**src/rtl/latewr_sram.sv**
```systemverilog
module latewr_sram #(
  parameter int AW = 6,
  parameter int NB = 2,
  parameter int BYTE_W = 9,
  localparam int DW = NB * BYTE_W,
  localparam int DEPTH = 1 << AW
) (
  input  logic          clk,
  input  logic          rst_n,
  input  logic          stall,
  input  logic          sel_a_n,
  input  logic          sel_b,
  input  logic          sel_c_n,
  input  logic          we_n,
  input  logic          burst_cont,
  input  logic [NB-1:0] byte_wr_n,
  input  logic [AW-1:0] addr,
  input  logic          flow_mode,
  input  logic          ilv_order,
  input  logic          oe_n,
  input  logic          sleep,
  input  logic [DW-1:0] din,
  output logic [DW-1:0] dout,
  output logic          dq_oe
);

  typedef enum logic [1:0] {OP_IDLE = 2'd0, OP_RD = 2'd1, OP_WR = 2'd2} op_t;

  logic [DW-1:0] mem [DEPTH];
  logic [1:0]    slp_q;
  op_t           last_op, s1_op, s2_op, cmd_op, wr_op;
  logic [AW-1:0] base, nxt_base, cmd_addr, s1_addr, s2_addr, wr_addr;
  logic [1:0]    cnt, nxt_cnt, lsb;
  logic [NB-1:0] s1_be, s2_be, wr_be;
  logic [DW-1:0] rd_word, rd_merged, q_reg;
  logic          q_vld, asleep, en, sel;

  assign asleep   = slp_q[1];
  assign en       = !stall && !asleep;
  assign sel      = !sel_a_n && sel_b && !sel_c_n;
  assign nxt_cnt  = burst_cont ? cnt + 2'd1 : 2'd0;
  assign nxt_base = burst_cont ? base : addr;
  assign lsb      = ilv_order ? (nxt_base[1:0] ^ nxt_cnt) : (nxt_base[1:0] + nxt_cnt);
  assign cmd_addr = {nxt_base[AW-1:2], lsb};

  always_comb begin
    if (burst_cont) cmd_op = last_op;
    else if (!sel)  cmd_op = OP_IDLE;
    else if (we_n)  cmd_op = OP_RD;
    else            cmd_op = OP_WR;
  end

  assign wr_op   = flow_mode ? s1_op : s2_op;
  assign wr_addr = flow_mode ? s1_addr : s2_addr;
  assign wr_be   = flow_mode ? s1_be : s2_be;
  assign rd_word = mem[s1_addr];

  always_comb begin
    rd_merged = rd_word;
    for (int b = 0; b < NB; b++)
      if (wr_op == OP_WR && wr_be[b] && wr_addr == s1_addr)
        rd_merged[b*BYTE_W +: BYTE_W] = din[b*BYTE_W +: BYTE_W];
  end

  always_ff @(posedge clk) begin
    if (en && wr_op == OP_WR)
      for (int b = 0; b < NB; b++)
        if (wr_be[b]) mem[wr_addr][b*BYTE_W +: BYTE_W] <= din[b*BYTE_W +: BYTE_W];
  end

  always_ff @(posedge clk or negedge rst_n) begin
    if (!rst_n) begin
      slp_q   <= 2'b00;
      last_op <= OP_IDLE;
      base    <= '0;
      cnt     <= 2'd0;
      s1_op   <= OP_IDLE;
      s1_addr <= '0;
      s1_be   <= '0;
      s2_op   <= OP_IDLE;
      s2_addr <= '0;
      s2_be   <= '0;
      q_reg   <= '0;
      q_vld   <= 1'b0;
    end else begin
      slp_q <= {slp_q[0], sleep};
      if (en) begin
        last_op <= cmd_op;
        base    <= nxt_base;
        cnt     <= nxt_cnt;
        s1_op   <= cmd_op;
        s1_addr <= cmd_addr;
        s1_be   <= ~byte_wr_n;
        s2_op   <= s1_op;
        s2_addr <= s1_addr;
        s2_be   <= s1_be;
        q_reg   <= rd_merged;
        q_vld   <= (s1_op == OP_RD);
      end
    end
  end

  assign dq_oe = !oe_n && !asleep && (flow_mode ? (s1_op == OP_RD) : q_vld);
  assign dout  = flow_mode ? rd_word : q_reg;

  AST_LOAD_READ: assert property (@(posedge clk) disable iff (!rst_n)
    (en && !burst_cont && sel && we_n) |=> (s1_op == OP_RD && s1_addr == $past(addr)));
  AST_DESELECT: assert property (@(posedge clk) disable iff (!rst_n)
    (en && !burst_cont && !sel) |=> (s1_op == OP_IDLE));
  AST_BURST_UPPER: assert property (@(posedge clk) disable iff (!rst_n)
    (en && burst_cont) |=> (s1_addr[AW-1:2] == $past(base[AW-1:2])));
  AST_STALL_FREEZE: assert property (@(posedge clk) disable iff (!rst_n)
    (!en) |=> ($stable(s1_op) && $stable(q_reg) && $stable(q_vld) && $stable(cnt)));
  AST_WRITE_HIZ: assert property (@(posedge clk) disable iff (!rst_n)
    (wr_op == OP_WR) |-> !dq_oe);
  AST_OE_FORCE: assert property (@(posedge clk) disable iff (!rst_n)
    oe_n |-> !dq_oe);
  AST_SLEEP_HIZ: assert property (@(posedge clk) disable iff (!rst_n)
    asleep |-> !dq_oe);
  AST_SLEEP_ENTRY: assert property (@(posedge clk) disable iff (!rst_n)
    $rose(asleep) |-> $past(sleep, 2));

endmodule

```
**config.mk**
```make
export PLATFORM = sky130hd
export DESIGN_NAME = latewr_sram
export DESIGN_NICKNAME = d
export VERILOG_FILES = /design/src/rtl/latewr_sram.sv
export SDC_FILE = /design/constraint.sdc
export NUM_CORES = 1
export LEC_CHECK = 0
export BUFFER_PORTS_ARGS = -buffer_cell sky130_fd_sc_hd__buf_2
export CORE_UTILIZATION = 60
export CTS_BUF_LIST = sky130_fd_sc_hd__clkbuf_2 sky130_fd_sc_hd__clkbuf_4 sky130_fd_sc_hd__clkbuf_8
export CTS_CLUSTER_DIAMETER = 50
export DETAILED_ROUTE_END_ITERATION = 10
export PLACE_DENSITY_LB_ADDON = 0.25
export RECOVER_POWER = 100
export SLEW_MARGIN = 20
export SYNTH_ARGS = -nofsm -noshare
export SYNTH_HDL_FRONTEND = slang
export SYNTH_SLANG_ARGS = --single-unit
```
**constraint.sdc**
```tcl
create_clock -name clk -period 4.25 [get_ports clk]
set_clock_uncertainty 0.1 [all_clocks]
set_input_delay 0.85 -clock clk [delete_from_list [all_inputs] [get_ports clk]]
set_output_delay 0.85 -clock clk [all_outputs]
set_load 0.02 [all_outputs]
```
Word-level counts from Yosys, hierarchy flattened --
Memories as Yosys holds them, arrays and structs flattened. Cells that the tools add are included.
Cells by class: add/subtract/negate cells 2, $mul 0, divide/modulo/power cells 0, magnitude comparators 0, eq/ne operators 3, shifts and indexed selects 0, multiplexer cells 19, bitwise gates (word level) 3, reductions and logical operators 16
Operators with widths (number):
- two-way mux 18 bit | 1
- two-way mux 9 bit | 2
- two-way mux 2 bit | 7
- two-way mux 6 bit | 2
- logical AND 1 bit | 10
- two-way mux 1 bit | 7
- equality test 6 bit | 1
- logical NOT 1 bit | 5
- adder 2 x 1 -> 2 bit, second input constant | 1
- adder 2 bit | 1
- equality test 2 x 1 -> 1 bit, second input constant | 1
- equality test 2 bit, second input constant | 1
- NOT 2 bit | 1
- AND reduction 2 bit | 1
- XOR 2 bit | 1
- NOT 1 bit | 1
Word-level totals: flip-flop bits (word level) 49, latch bits 0, bits in writable memories 1152, bits in read-only memories 0, output and inout bits 19, memories kept 1
Memories:
- mem | words 64, bits a word 18, rd ports 1, clocked after Yosys merged registers in 0, write ports 1, RTL line 29 | logic [DW-1:0] mem [DEPTH];

Logic depth before layout (Yosys ltp) --
depth in word-level cells 5, mapped depth 11, mapped depth without buffers 6

Worst setup path before layout --
No wires, ideal clock.
path type flip-flop to output port, start point register, netlist name base[2], end point output port dout[16], arrival 2501 ps, setup slack 799 ps, cell stages (with the launch flop) 9, path through dfrtp_1 -> buf_2 -> clkbuf_1 -> buf_1 -> mux4_2 -> a22oi_1 -> a21oi_1 -> or4_1 -> mux2_2
RTL lines:
- to (decl) | RTL line 23 | output logic [DW-1:0] dout,

Final worst setup path --
start point register s1_addr[0], end point output port dout[15]
On the way: longest elaborated chain between the ends 2
Ends and longest elaborated chain:
- from (decl) | RTL line 32 | logic [AW-1:0] base, nxt_base, cmd_addr, s1_addr, s2_addr, wr_addr;
- from (signal assigned) | RTL line 92 | s1_addr <= cmd_addr;
- memory (64 x 18 bit)
- two-way mux 18 bit | RTL line 104 | assign dout = flow_mode ? rd_word : q_reg;
Every way passes these cells.

==> results.json <==
{
  "rows": 101,
  "critPathTopFamily": "multiplexers",
  "synth_warnings": 0,
  "synth-seq-cells": 1197,
  "hold_viol": 0,
  "slew_headroom_pct": -116.2,
  "async_flop_share_pct": 3.759,
  "cts-buffers-inserted": 184,
  "fmax_mhz": 209.8,
  "min_path_cells": 2,
  "tns_ns": -7.747,
  "violations": "max-capacitance violations, max-slew violations, negative setup slack",
  "root_buffer": "clkbuf_8",
  "syn_nets": 2284,
  "finalCritPeriodShare_pct": 112.2,
  "largest_register_ffs": 1152,
  "finalSetupViolCount": 18,
  "worstPathCellList": "buf_12 > buf_16 > buf_12 > buf_12 > mux4_2 > a22oi_2 > a21oi_1 > or4_4 > mux2_4 > buf_6",
  "cap_violations": 23,
  "synth_edf_count": 1152,
  "rsz0062_at_grt": "yes",
  "clkTransAtPathRegs_ns": 0.06,
  "arrival_ns": 3.82,
  "placedInstanceArea_um2": 49580,
  "drc": 0,
  "status": "finished with violations",
  "synth_cells": 2245,
  "critPathBufInv": 5,
  "worst-path-max-fanout": 8,
  "drt_pass1_iterations": 5,
  "io_buffers": 56,
  "synth_area_um2": 46370,
  "grt_pass1_wl_mm": 169.3,
  "crit_path_end_kind": "output pin",
  "r2r_start": "s1_addr[0]$_DFFE_PN0N_",
  "worstRegToRegCells": 10,
  "min_from": "byte_wr_n[1]",
  "drtIter0Drc": 3561,
  "initial_utilization_pct": 60.85,
  "max_stage_delay_ns": 0.51,
  "overflow": 0,
  "fin_area_um2": 55540,
  "die_h_um": 280.0,
  "antenna_found_initial": 2,
  "ys_seq_area_share_pct": 77.04,
  "worst_path_max_delay_cell": "dfrtp_4",
  "startpoint": "s1_addr[0]$_DFFE_PN0N_",
  "drtAntennaViolNets": 0,
  "cts_buffer_depth": 3,
  "fin_crit_ns": 4.767,
  "worst_pin_slew_ns": 3.243,
  "syn_area_per_cell_um2": 20.65,
  "final_nets": 2752,
  "cts.sinks": 1197,
  "r2r_end": "mem[16][4]$_DFFE_PP_",
  "cts_tree": "done",
  "grt_pass1_vias": 25330,
  "track_usage_pct": 30.42,
  "slew_violations": 1055,
  "endpoint": "dout[15]",
  "synth-main-ff-cell": "edfxtp_1",
  "startpoint_type": "register",
  "clock_latency_ns": 0.86,
  "cp_common_cell": "buf_12",
  "cp.required_ns": 3.30,
  "power.density_nw_per_um2": 528.2,
  "irDropWorstVdd_uv": 326.7,
  "grt_start_max_net_pins": 66,
  "dieArea_um2": 78390,
  "io_pins": 57,
  "viasPerCell": 6.623,
  "p_leak_nw": 18.15,
  "hold_class": "input port to register",
  "htree_levels": 4,
  "cp_num_cells": 10,
  "place.gp.congestion": 0.8661,
  "routed_wirelength_mm": 119.2,
  "yosysUniqueCellTypes": 39,
  "reg2reg_slack_ns": 0.91,
  "setup_ws_ns": -0.5169,
  "coreArea_um2": 76200,
  "vias": 25730,
  "place_ws_ns": 0.1013,
  "criticalPathCategory": "register to output pin",
  "die_w_um": 280.0,
  "wl_per_cell_um": 30.67,
  "drive_gt1_share_pct": 39.42,
  "hpwl_mm": 69.47,
  "syn2layout_area_growth_pct": 19.79
}
[Yosys cell counts (3+ instances only)]
master,count,share of area [%]
edfxtp_1,1152,75
nand2b_1,10,0.13
nor2_1,160,1.3
buf_2,23,0.25
buf_4,10,0.16
nand4_1,5,0.067
and2_1,5,0.067
xnor2_1,7,0.13
or4_1,16,0.26
nand2_1,87,0.70
buf_6,7,0.17
o22ai_1,4,0.054
mux2i_1,19,0.41
mux2_2,37,0.90
a21oi_1,99,1.1
or2_2,3,0.040
buf_1,22,0.18
nor2b_1,7,0.094
mux4_2,280,14
a22oi_1,130,2.1
o21ai_0,15,0.16
dfrtp_1,45,2.4
nand3_1,4,0.043
inv_1,3,0.024
a22o_1,10,0.19
clkbuf_1,66,0.53
[through the flow]
step / hold slack [ns] / cells / utilization, % / total power, mW
floorplan: 0.2312 / 2245 / - / 16.31
global placement: 0.2486 / 3462 / 65.06 / 18.23
detailed placement: 0.2378 / 3462 / 65.06 / 18.32
CTS: 0.06882 / 3830 / 71.65 / 28.63
global route: 0.08402 / 3885 / 72.89 / 30.11
finish: 0.1243 / 3885 / 72.89 / 29.34
[cells in the final DEF, fill, tap and decap left out, types with 5 or more instances in the layout]
| cell | Yosys | layout |
|---|---|---|
| dfrtp_1 | 45 | 42 |
| buf_6 | 7 | 36 |
| buf_16 | 0 | 20 |
| buf_2 | 23 | 21 |
| clkbuf_1 | 66 | 39 |
| nand2b_1 | 10 | 8 |
| o21ai_0 | 15 | 13 |
| buf_4 | 10 | 248 |
| mux2_4 | 0 | 14 |
| a22oi_1 | 130 | 51 |
| mux2i_1 | 19 | 14 |
| nor2_1 | 160 | 159 |
| a21oi_4 | 0 | 7 |
| a22o_1 | 10 | 10 |
| nor2b_1 | 7 | 5 |
| clkinv_1 | 0 | 43 |
| buf_8 | 0 | 5 |
| or4_4 | 0 | 16 |
| clkinv_2 | 0 | 21 |
| mux2_2 | 37 | 22 |
| a21oi_2 | 0 | 27 |
| a21oi_1 | 99 | 65 |
| buf_12 | 0 | 25 |
| edfxtp_1 | 1152 | 1152 |
| mux4_2 | 280 | 280 |
| nand2_1 | 87 | 85 |
| a22oi_2 | 0 | 79 |
| bufinv_16 | 0 | 6 |
| clkbuf_16 | 0 | 10 |
| xnor2_1 | 7 | 7 |
| clkbuf_8 | 0 | 193 |
| clkbuf_4 | 0 | 50 |
| nand4_1 | 5 | 5 |
[worst min path at each step]
stage / end
2_1_floorplan: slp_q[1]$_DFF_PN0_
3_3_place_gp: slp_q[1]$_DFF_PN0_
3_5_place_dp: slp_q[1]$_DFF_PN0_
4_1_cts: s1_be[1]$_DFFE_PN0N_
5_1_grt: s1_be[1]$_DFFE_PN0N_
6_report: s1_be[1]$_DFFE_PN0N_
[layer usage]
metal,GRT usage [%],up-vias,routed length (µm)
li1,-,10280,-
met1,45.33,13380,45120
met2,45.38,1797,55990
met3,7.178,267,14430
met4,9.472,2,3596
met5,0,-,13
[cell families after synthesis]
logic type,count (synthesis),synth area share (%)
buffers and inverters,131,1.317
xor gates and xnor gates,9,0.1700
AOI/OAI and AO/OA,268,3.743
muxes,336,14.91
DFF,1197,77.04
and+or+nand+nor,303,2.796
adders and majority gates,1,0.02698
[area by class of cell]
class / count / area (µm²)
diodes: 1 / 2.502
clock buffers: 243 / 3032
clock inverters: 84 / 623.1
fillers: 4246 / 20660
inverters: 3 / 11.26
multi-input cells: 919 / 10880
flip-flops and latches: 1197 / 35730
well taps: 1030 / 1289
repair buffers: 408 / 3980
[report_power, final]
part | internal [mW] | switching [mW]
Clock | 5.05 | 4.50
Sequential | 13.1 | 0.135
Combinational | 3.08 | 3.51
[repair_timing]
| action | 4_1_cts | 5_1_grt |
|---|---|---|
| cloned | 15 | 10 |
| setup endpoints to repair | 18 | 18 |
| endpoints found under the hold margin | 31 | 0 |
| hold buffers | 2 | 0 |
| buffers inserted | 25 | 45 |
| pin swaps | 31 | 58 |
| gates resized for setup | 162 | 113 |
(Power assumes the default switching activity.)
